<file path="config.mk">
export PLATFORM = sky130hd
export DESIGN_NAME = tick_compare_timer
export DESIGN_NICKNAME = d
export VERILOG_FILES = /design/src/rtl/tick_pkg.sv /design/src/rtl/tick_count_reg.sv /design/src/rtl/tick_limit_reg.sv /design/src/rtl/tick_match_gen.sv /design/src/rtl/tick_compare_timer.sv
export SDC_FILE = /design/constraint.sdc
export NUM_CORES = 1
export LEC_CHECK = 0
export BUFFER_PORTS_ARGS = -buffer_cell sky130_fd_sc_hd__buf_2
export CORE_MARGIN = 5
export CORE_UTILIZATION = 55
export CTS_CLUSTER_SIZE = 12
export DETAILED_ROUTE_END_ITERATION = 8
export HOLD_SLACK_MARGIN = 0.12
export PLACE_DENSITY = 0.87
export RECOVER_POWER = 100
export SYNTH_ARGS = -nofsm -noshare
export SYNTH_HDL_FRONTEND = slang
export SYNTH_SLANG_ARGS = --single-unit
</file>
<file path="constraint.sdc">
create_clock -name clk -period 3.1 [get_ports clk]
set_input_delay 0 -clock clk [delete_from_list [all_inputs] [get_ports clk]]
set_output_delay 0 -clock clk [all_outputs]
set_load 0.03 [all_outputs]
</file>
<file path="src/rtl/tick_pkg.sv">
package tick_pkg;
  parameter int unsigned TICK_REG_W = 64;
  localparam int unsigned TICK_VAL_W = TICK_REG_W - 1;
  localparam int unsigned TICK_FLAG_BIT = TICK_REG_W - 1;

  typedef logic [TICK_VAL_W-1:0] tick_val_t;
  typedef logic [TICK_REG_W-1:0] tick_reg_t;

  // next counter value, modulo 2^TICK_VAL_W
  function automatic tick_val_t tick_next(tick_val_t c);
    return c + tick_val_t'(1);
  endfunction

  // compare value at or behind the count: treated as already passed
  function automatic logic tick_behind(tick_val_t lim, tick_val_t c);
    return lim <= c;
  endfunction

  // a limit only arms when enabled and nonzero
  function automatic logic tick_armable(logic dis, tick_val_t v);
    return !dis && (v != '0);
  endfunction

  // software view of the count register
  function automatic tick_reg_t tick_read(logic flag, tick_val_t c);
    return {flag, c};
  endfunction
endpackage

</file>
<file path="src/rtl/tick_count_reg.sv">
module tick_count_reg
  import tick_pkg::*;
(
  input  logic      clk,
  input  logic      rst_n,
  input  logic      cnt_en,
  input  logic      cnt_wr,
  input  tick_reg_t cnt_wdata,
  output tick_val_t count_q,
  output logic      flag_q
);
  always_ff @(posedge clk or negedge rst_n) begin
    if (!rst_n) begin
      count_q <= '0;
      flag_q  <= 1'b1;
    end else if (cnt_wr) begin
      count_q <= cnt_wdata[TICK_VAL_W-1:0];
      flag_q  <= cnt_wdata[TICK_FLAG_BIT];
    end else if (cnt_en) begin
      count_q <= tick_next(count_q);
    end
  end

  p_count_load_r2: assert property (@(posedge clk) disable iff (!rst_n)
    cnt_wr |=> (count_q == $past(cnt_wdata[TICK_VAL_W-1:0])) &&
               (flag_q == $past(cnt_wdata[TICK_FLAG_BIT])));

  p_count_step_r3: assert property (@(posedge clk) disable iff (!rst_n)
    (!cnt_wr && cnt_en) |=> (count_q == $past(count_q) + tick_val_t'(1)) && $stable(flag_q));

  p_count_hold_r3: assert property (@(posedge clk) disable iff (!rst_n)
    (!cnt_wr && !cnt_en) |=> $stable(count_q) && $stable(flag_q));
endmodule

</file>
<file path="src/rtl/tick_limit_reg.sv">
module tick_limit_reg
  import tick_pkg::*;
(
  input  logic      clk,
  input  logic      rst_n,
  input  logic      lim_wr,
  input  tick_reg_t lim_wdata,
  input  tick_val_t count_q,
  input  logic      fire,
  output tick_val_t lim_val_q,
  output logic      dis_q,
  output logic      armed_q,
  output logic      late_q
);
  tick_val_t new_val;
  logic      new_dis;
  logic      new_arm;

  always_comb begin
    new_val = lim_wdata[TICK_VAL_W-1:0];
    new_dis = lim_wdata[TICK_FLAG_BIT];
    new_arm = tick_armable(new_dis, new_val);
  end

  always_ff @(posedge clk or negedge rst_n) begin
    if (!rst_n) begin
      lim_val_q <= '0;
      dis_q     <= 1'b1;
      armed_q   <= 1'b0;
      late_q    <= 1'b0;
    end else if (lim_wr) begin
      lim_val_q <= new_val;
      dis_q     <= new_dis;
      armed_q   <= new_arm;
      late_q    <= new_arm && tick_behind(new_val, count_q);
    end else if (fire) begin
      armed_q   <= 1'b0;
      late_q    <= 1'b0;
    end
  end

  p_zero_never_r7: assert property (@(posedge clk) disable iff (!rst_n)
    (lim_wr && (lim_wdata[TICK_VAL_W-1:0] == '0)) |=> !armed_q);

  p_disabled_never_r8: assert property (@(posedge clk) disable iff (!rst_n)
    (lim_wr && lim_wdata[TICK_FLAG_BIT]) |=> !armed_q && dis_q);

  p_disarm_after_fire_r6: assert property (@(posedge clk) disable iff (!rst_n)
    (fire && !lim_wr) |=> !armed_q);

  p_armed_enabled_r8: assert property (@(posedge clk) disable iff (!rst_n)
    armed_q |-> !dis_q && (lim_val_q != '0));
endmodule

</file>
<file path="src/rtl/tick_match_gen.sv">
module tick_match_gen
  import tick_pkg::*;
(
  input  logic      clk,
  input  logic      rst_n,
  input  logic      cnt_en,
  input  tick_val_t count_q,
  input  tick_val_t lim_val_q,
  input  logic      armed_q,
  input  logic      late_q,
  output logic      fire,
  output logic      match_pulse
);
  logic hit_equal;
  logic hit_late;

  always_comb begin
    hit_equal = armed_q && !late_q && (count_q == lim_val_q);
    hit_late  = armed_q && late_q && cnt_en;
    fire      = hit_equal || hit_late;
  end

  always_ff @(posedge clk or negedge rst_n) begin
    if (!rst_n) match_pulse <= 1'b0;
    else        match_pulse <= fire;
  end

  p_pulse_follows_fire_r5: assert property (@(posedge clk) disable iff (!rst_n)
    fire |=> match_pulse);

  p_pulse_needs_arm_r6: assert property (@(posedge clk) disable iff (!rst_n)
    match_pulse |-> $past(armed_q));

  p_late_waits_tick_r9: assert property (@(posedge clk) disable iff (!rst_n)
    (armed_q && late_q && !cnt_en) |=> !match_pulse);
endmodule

</file>
<file path="src/rtl/tick_compare_timer.sv">
module tick_compare_timer
  import tick_pkg::*;
(
  input  logic                  clk,
  input  logic                  rst_n,
  input  logic                  cnt_en,
  input  logic                  cnt_wr,
  input  logic [TICK_REG_W-1:0] cnt_wdata,
  input  logic                  lim_wr,
  input  logic [TICK_REG_W-1:0] lim_wdata,
  output logic [TICK_REG_W-1:0] cnt_rdata,
  output logic                  match_pulse
);
  tick_val_t count_q;
  logic      flag_q;
  tick_val_t lim_val_q;
  logic      dis_q;
  logic      armed_q;
  logic      late_q;
  logic      fire;

  tick_count_reg u_count (
    .clk(clk), .rst_n(rst_n), .cnt_en(cnt_en), .cnt_wr(cnt_wr),
    .cnt_wdata(cnt_wdata), .count_q(count_q), .flag_q(flag_q)
  );

  tick_limit_reg u_limit (
    .clk(clk), .rst_n(rst_n), .lim_wr(lim_wr), .lim_wdata(lim_wdata),
    .count_q(count_q), .fire(fire), .lim_val_q(lim_val_q), .dis_q(dis_q),
    .armed_q(armed_q), .late_q(late_q)
  );

  tick_match_gen u_match (
    .clk(clk), .rst_n(rst_n), .cnt_en(cnt_en), .count_q(count_q),
    .lim_val_q(lim_val_q), .armed_q(armed_q), .late_q(late_q),
    .fire(fire), .match_pulse(match_pulse)
  );

  assign cnt_rdata = tick_read(flag_q, count_q);

  p_read_flag_r2: assert property (@(posedge clk) disable iff (!rst_n)
    cnt_wr |=> cnt_rdata[TICK_FLAG_BIT] == $past(cnt_wdata[TICK_FLAG_BIT]));

  p_disabled_silent_r8: assert property (@(posedge clk) disable iff (!rst_n)
    match_pulse |-> !$past(dis_q));
endmodule

</file>
Word level (Yosys, flattened, before mapping). Cells that the tools add are included.

Logic and storage cells: 26. Output and inout bits: 65. Input port bits: 133. Bits in registers: 130.

Multiplexer cells: 5. Reductions and logical operators: 12. Eq/ne operators: 1. Add/sub/neg operators: 1. Magnitude comparators: 1.

Operators with widths (count): $mux 63 (2); $add 63x1->63 const B (1); $eq 63x63->1 (1); $le 63x63->1 (1); $reduce_bool 63->1 (1); $logic_and 1x1->1 (6); $reduce_bool 2->1 (2); $mux 1 (3); $logic_not 1->1 (2); $logic_or 1x1->1 (1).

Logic depth before layout (Yosys ltp). Gate-level depths: netlist (run 1).

Word-level depth: 6. Mapped depth: 9. Depth with buffers taken out: 8.

Cells and area by module. A second synthesis (run 1) with hierarchy kept.

Cells, all modules: 918. Area total of the unflattened synthesis: 8675.8 um^2.

Modules (own cells, without submodules): tick_limit_reg (seq. area each 1652.8 um^2, area each 4131.5 um^2, cells each 384, instances 1); tick_count_reg (seq. area each 1602.8 um^2, area each 3813.7 um^2, cells each 445, instances 1); tick_match_gen (seq. area each 25.0 um^2, area each 723.2 um^2, cells each 88, instances 1); tick_compare_timer (seq. area each 0.0 um^2, area each 7.5 um^2, cells each 1, instances 1).

Worst setup path after synthesis (run 1). Ideal clock, no wire load.

Kind: register to register. Start point: reg u_count.count_q[8]. End point: reg u_limit.late_q. Data required time: 3035 ps. Library setup time: 65 ps. Slack: 688 ps. Period minus slack after synthesis: 2412 ps. Stages on the path, launching flop included: 9. Path buffers: 0. Arrival time: 2347 ps. Cell sequence: dfrtp_1 inv_1 ha_1 a21o_1 a221o_1 a221oi_1 o21ai_0 a2111oi_0 a211o_1.

Longest elaborated chain between the ends: 4. Elaborated cells between the ends (all ways): 7. Classes of those cells: 1 x order compare; 1 x eq/ne; 1 x mux; 4 x reduce/logical.

Ends and longest elaborated chain: start: declaration (line tick_count_reg.sv:9) `output tick_val_t count_q,`; start signal: assignment (line tick_count_reg.sv:17) `count_q <= cnt_wdata[TICK_VAL_W-1:0];`; start signal: assignment (line tick_count_reg.sv:20) `count_q <= tick_next(count_q);`; parallel branches: the longest is 4 deep, another holds $le 63x63->1; end signal: assignment (line tick_limit_reg.sv:35) `late_q <= new_arm && tick_behind(new_val, count_q);`; end: declaration (line tick_limit_reg.sv:13) `output logic late_q`.

Several ways; the timed one is not identified. A chain may end at the register's enable or synchronous reset.

Final worst setup path (run 1).
Start point: reg u_count.count_q[26]. End point: reg u_count.count_q[61].

Longest elaborated chain between the ends: 3.

Ends and longest elaborated chain: $add 63x1->63 (line tick_pkg.sv:11) `return c + tick_val_t'(1);`; $mux 63 (line tick_count_reg.sv:19) `end else if (cnt_en) begin`; $mux 63 (line tick_count_reg.sv:16) `end else if (cnt_wr) begin`.

No other way between the ends. The select of a mux whose other input is x is not followed.

==> impl_metrics.toml, run 1 <==
[run_status]
run_status = "finished, violations left"
violations = "capacitance limit, slew limit"

[timing]
timing.final.crit_period_ps = 3030
drv_slew = 72
relSlewSlack_pct = -22.2
worst_pin_slew_ps = 1830
fin_skew_ps = 13.4
finalSetupViolations = 0
hold_viol = 0
finalSetupTns_ps = 0
rsz0062_at_grt = "no"
fin_crit_sh_pct = 97.6
fmax_mhz = 330

[die]
core_mm2 = 0.0151
die_area_mm2 = 0.0179
die_h_um = 134
die-width_um = 134
rows = 45
num_io_pins = 198
initial_core_util_pct = 55.8

[clock_network]
cts_max_level = 4
insertion_delay_ps = 440
cts_buffer_depth = 2
clkSinkCount = 130
clkTransAtPathRegs_ps = 60
cts_buffers = 17
cts-root-buf = "clkbuf_16"
cts_tree = "built"

[setup_path]
crit_family = "simple AND/OR/NAND/NOR gates"
cp.required_ps = 3410
cp.arrival_ps = 3330
critPathCaptureType = "register"
cp_num_buf_inv = 1
path_cells = "and4_1 > nand4_1 > or4_4 > nor4_4 > xnor2_1 > o21ai_0 > dlygate4sd3_1"
cpMaxStageDelayCell = "or4_4"
start_kind = "register"
crit_path_max_incr_delay_ps = 740
path_max_fanout = 16
cp.depth = 7
criticalPathCategory = "register to register"
ff2ff_path_depth = 7

[finish]
nFillCells = 929
multiInputGateArea_mm2 = 0.00474
seqCellArea_mm2 = 0.00326
final_layout_size_suffix_gt1_share_pct = 20.4
fin_util_pct = 77.6
area_growth_pct = 39.1
stdcell_count = 1432
nets = 1428
antenna_cells = 0

[worst_hold_path]
hp-class = "input pin to register"
whs_path_depth = 2

[routing]
wl_met1_mm = 11.5
drt_pass1_iterations = 5
highest_layer = "met4"
via_count = 8772
vias_per_cell = 6.13
drt_first_iter_violations = 930
wl_met3_mm = 3.21
wl_met2_mm = 15.1
drcViolationCount = 0
drt_wl_total_mm = 32.1
detail_route.wl_per_cell_um = 22.4
ant_nets = 0

[synth]
yosysWarnings = 0
ys_seq_elements = 130
ys_seq_area_share_pct = 38.5
synth_area_mm2 = 0.00845
ys_top_cells_by_area = "dfrtp_1 38%, ha_1 9.5%, mux2_2 8.7%"
synth.net_count = 1060
yosysUniqueCellTypes = 52
yosysTopAreaCellShare_pct = 38.2
avgSynthCellArea_um2 = 9.79
netlist.top_cell.by_area = "dfrtp_1"
netlist_instances = 863

[global_route]
grt_usage_pct = 36.2
grt_pass1_wl_mm = 50.3
overflow = 0
antenna_found_initial = 0
grt_max_degree = 72
grt_pass1_vias = 9235

[placed_design]
dp_hpwl_mm = 19.8
gp_congestion = 0.916
dpl.cell_count = 1230
port_buffers = 197

[power]
p_leak_uw = 0.00521
finalPower_uw = 5480
power.density_mw_per_mm2 = 466
ir_drop_uv = 423

[job]
cap_viol_max_count = 1
==> worst paths after layout <==
kind / start / to / slack [ps]
min: cnt_wr / u_count.count_q[32] / 130
max reg2reg: u_count.count_q[26] / u_count.count_q[61] / 70
max in group asynchronous: rst_n / u_limit.lim_val_q[42] / 560
max: u_count.count_q[26] / u_count.count_q[61] / 70
min in group asynchronous: rst_n / u_count.count_q[6] / 610
min reg2reg: u_limit.lim_val_q[0] / u_limit.lim_val_q[0] / 520
==> cells by family (layout without fill, tap and decap cells) <==
logic type | Yosys count | count (layout) | synth area share (%)
compound gates | 110 | 110 | 7.26
xor+xnor | 125 | 125 | 13.0
fa+ha+maj | 64 | 64 | 9.48
buf+inv | 97 | 478 | 4.59
flops | 130 | 130 | 38.5
mux | 66 | 66 | 8.78
simple gates | 271 | 271 | 18.4
==> per-layer routing <==
layer	vias to the layer above	GRT usage [%]
met5	-	0
met4	0	21.5
met3	194	9.26
met2	622	58.8
met1	4151	43.4
li1	3805	-
==> power breakdown <==
part	switching (µW)	internal, µW	total, µW
clock network	762	1230	1990
registers	221	1860	2080
logic	808	599	1410
==> metrics by stage <==
step | worst slack (ps) | cell area (µm²) | hold slack, ps
final | 74.1 | 11800 | 129
after global routing | 8.30 | 11800 | 152
after CTS | 132 | 11900 | 120
after detailed placement | 484 | 9640 | 198
after global placement | 522 | 9640 | 198
after floorplan | 688 | 8450 | -296
==> registers in the layout, indices dropped and copies added (netlist names) <==
signal and flops:
u_count.count_q 63, u_limit.lim_val_q 63, u_limit.armed_q 1, u_limit.late_q 1, u_count.flag_q 1, u_match.match_pulse 1
==> synth_stat cells, drive strengths merged <==
master	number
nor3	22
clkinv	1
ha	64
xnor2	62
and3	9
a211o	1
o21a	1
or4	4
o31a	1
o221ai	1
clkbuf	22
nor2	13
nor2b	1
or3	4
mux2i	1
a221o	2
buf	7
a31o	1
or3b	1
a22o	1
mux2	65
a221oi	2
o21ai	68
dfrtp	129
a21o	4
and2	2
and4	6
nand3	28
nor4	49
o211ai	1
a21boi	1
nand4	40
a211oi	2
nand2b	1
nand3b	1
xor2	63
dfstp	1
a21oi	23
inv	67
nand2	90
a2111oi	1
==> worst reg2reg max path: cells and delay by family, from the launching register on <==
family / cells / cell delay (ps)
compound gates: 1 / 90
xor+xnor: 1 / 150
buf+inv: 1 / 570
flops: 1 / 470
simple gates: 4 / 1630
==> final cells by class <==
type                    count  area share, %
inverters                  68           2.17
well taps                 188           2.00
clock buffers              28           4.48
repair buffers            378           22.9
flip-flops and latches    130           27.7
clock inverters             4          0.383
multi-input cells         636           40.3
==> cells in the final DEF, fill, tap and decap left out, types with 62 or more instances in the layout <==
cell,n
dlygate4sd3_1,170
buf_2,136
dfrtp_1,128
nand2_1,90
inv_1,67
mux2_2,65
clkbuf_1,65
ha_1,64
xor2_1,63
xnor2_1,62
==> timing repair <==
item | 4_1_cts | 5_1_grt
resized for setup | 0 | 2
endpoints found under the setup margin | 0 | 4
endpoints found under the hold margin | 198 | 0
buffers inserted | 0 | 0
hold buffers | 170 | 0
No activity file was read; power rests on OpenSTA's default activity.
==> run 2: changes to the inputs <==
--- a/config.mk
+++ b/config.mk
@@ -7,11 +7,11 @@
 export LEC_CHECK = 0
 export BUFFER_PORTS_ARGS = -buffer_cell sky130_fd_sc_hd__buf_2
 export CORE_MARGIN = 5
-export CORE_UTILIZATION = 55
+export CORE_UTILIZATION = 32
 export CTS_CLUSTER_SIZE = 12
 export DETAILED_ROUTE_END_ITERATION = 8
 export HOLD_SLACK_MARGIN = 0.12
-export PLACE_DENSITY = 0.87
+export PLACE_DENSITY = 0.58
 export RECOVER_POWER = 100
 export SYNTH_ARGS = -nofsm -noshare
 export SYNTH_HDL_FRONTEND = slang
==> impl_metrics.toml, run 2 (synthesized netlist as in run 1, its figures left out) <==
[global_route]
overflow = 0
grt_usage_pct = 20.2
antenna_found_initial = 2
grt_pass1_vias = 8216
grt_pass1_wl_mm = 47.6
grt_max_degree = 85

[timing]
timing.final.crit_period_ps = 2820
finalSetupTns_ps = 0
fin_skew_ps = 7.90
fmax_mhz = 355
fin_crit_sh_pct = 91.0
finalSetupViolations = 0
rsz0062_at_grt = "no"
hold_viol = 0
relSlewSlack_pct = -26.9
worst_pin_slew_ps = 1900
holdWs_ps = 131
drv_slew = 150

[finish]
nets = 1395
final_common_cell = "dlygate4sd3_1"
final_cell_mix = "136 x dlygate4sd3_1, 129 x buf_2, 129 x dfrtp_1"
fin_util_pct = 44.5
area_growth_pct = 37.4
reg_top3 = "u_count.count_q: 63 flops, u_limit.lim_val_q: 63 flops"
stdcell_count = 1547
final_layout_size_suffix_gt1_share_pct = 19.9
nFillCells = 2591

[placed_design]
dp_hpwl_mm = 22.7
dpl.cell_count = 1378
port_buffers = 197
gp_congestion = 0.885

[routing]
drt_pass1_iterations = 5
drt_wl_total_mm = 30.3
drcViolationCount = 0
vias_per_cell = 5.02
via_count = 7772
drt_first_iter_violations = 532
ant_nets = 0
detail_route.wl_per_cell_um = 19.6

[clock_network]
cts_tree = "built"
cts_buffer_depth = 2
clkSinkCount = 130
cts_max_level = 4
cts_buffers = 17
insertion_delay_ps = 440
clkTransAtPathRegs_ps = 70
post-cts-setup-buffers = 0
cts-root-buf = "clkbuf_16"

[setup_path]
critPathCaptureType = "register"
start_kind = "register"
path_max_fanout = 5
criticalPathCategory = "register to register"
cp.arrival_ps = 3140
cp.required_ps = 3420

[worst_hold_path]
hp-class = "input pin to register"

[run_status]
violations = "capacitance limit, slew limit"
run_status = "finished, violations left"

[power]
ir_drop_uv = 269
finalPower_uw = 5620
power.density_mw_per_mm2 = 484
p_leak_uw = 0.00507

[die]
die_area_mm2 = 0.0298
rows = 59
die-width_um = 173
num_io_pins = 198
core_mm2 = 0.0261
initial_core_util_pct = 32.4
die_h_um = 173

[job]
cap_viol_max_count = 2
run 2: cell types whose count changed in the layout (fill, tap and decap cells not counted), sizes merged:
| cell | change |
|---|---|
| buf | -11 |
| bufinv | +3 |
| clkbuf | +1 |
| clkinv | +2 |
| clkinvlp | +2 |
| diode | +1 |
| dlygate4sd3 | -34 |
| inv | +4 |
run 2: report_power, final:
part           switching [µW]  internal, µW
sequential                204          1860
clock                     870          1360
combinational             767           564
run 2: timing repair:
action,CTS,global route
hold buffers,136,0
setup endpoints to repair,0,0
endpoints found under the hold margin,260,0
gates resized for setup,0,0
run 2: area by class of cell:
type	count	area (µm²)	share of cell area [%]
Sequential cell	130	3250	28.0
Tap cell	335	419	3.61
Antenna cell	1	2.50	0.0216
Timing Repair Buffer	345	2350	20.2
Multi-Input combinational cell	636	4700	40.5
Clock inverter	15	206	1.78
Inverter	68	255	2.20
Clock buffer	17	425	3.66
run 2: metal layers:
layer	wire length, µm	vias to the layer above	share of wire, %	global-route usage, %
met2	13700	232	45	31.8
met1	14000	3767	46	27.6
li1	-	3732	-	-
met4	654	2	2.2	5.74
met5	13	-	0.043	0
met3	1840	39	6.1	5.25
run 2: critical path: stages, from the launching register on:
cell       delay (ps)
dfrtp_1           440
inv_1              90
ha_1              300
nand4_1           160
nor4_1            750
nand3_1           200
nor3_1            290
a2111oi_0         160
a211o_1           320
run 2: final timing paths:
check | startpoint | end | slack, ps | cells past startpoint
min | lim_wdata[63] | u_limit.armed_q | 130 | 4
max in group asynchronous | rst_n | u_limit.lim_val_q[0] | 520 | 4
min reg2reg | u_limit.lim_val_q[11] | u_limit.lim_val_q[11] | 530 | 1
max | u_count.count_q[60] | u_limit.late_q | 280 | 8
min in group asynchronous | rst_n | u_count.count_q[12] | 900 | 3
max reg2reg | u_count.count_q[60] | u_limit.late_q | 280 | 8
run 2: per-stage QoR:
step,instance area (µm²),setup WS (ps)
2_1_floorplan,8450,688
3_3_place_gp,9830,463
3_5_place_dp,9830,355
4_1_cts,11800,315
5_1_grt,11600,96.7
6_report,11600,280
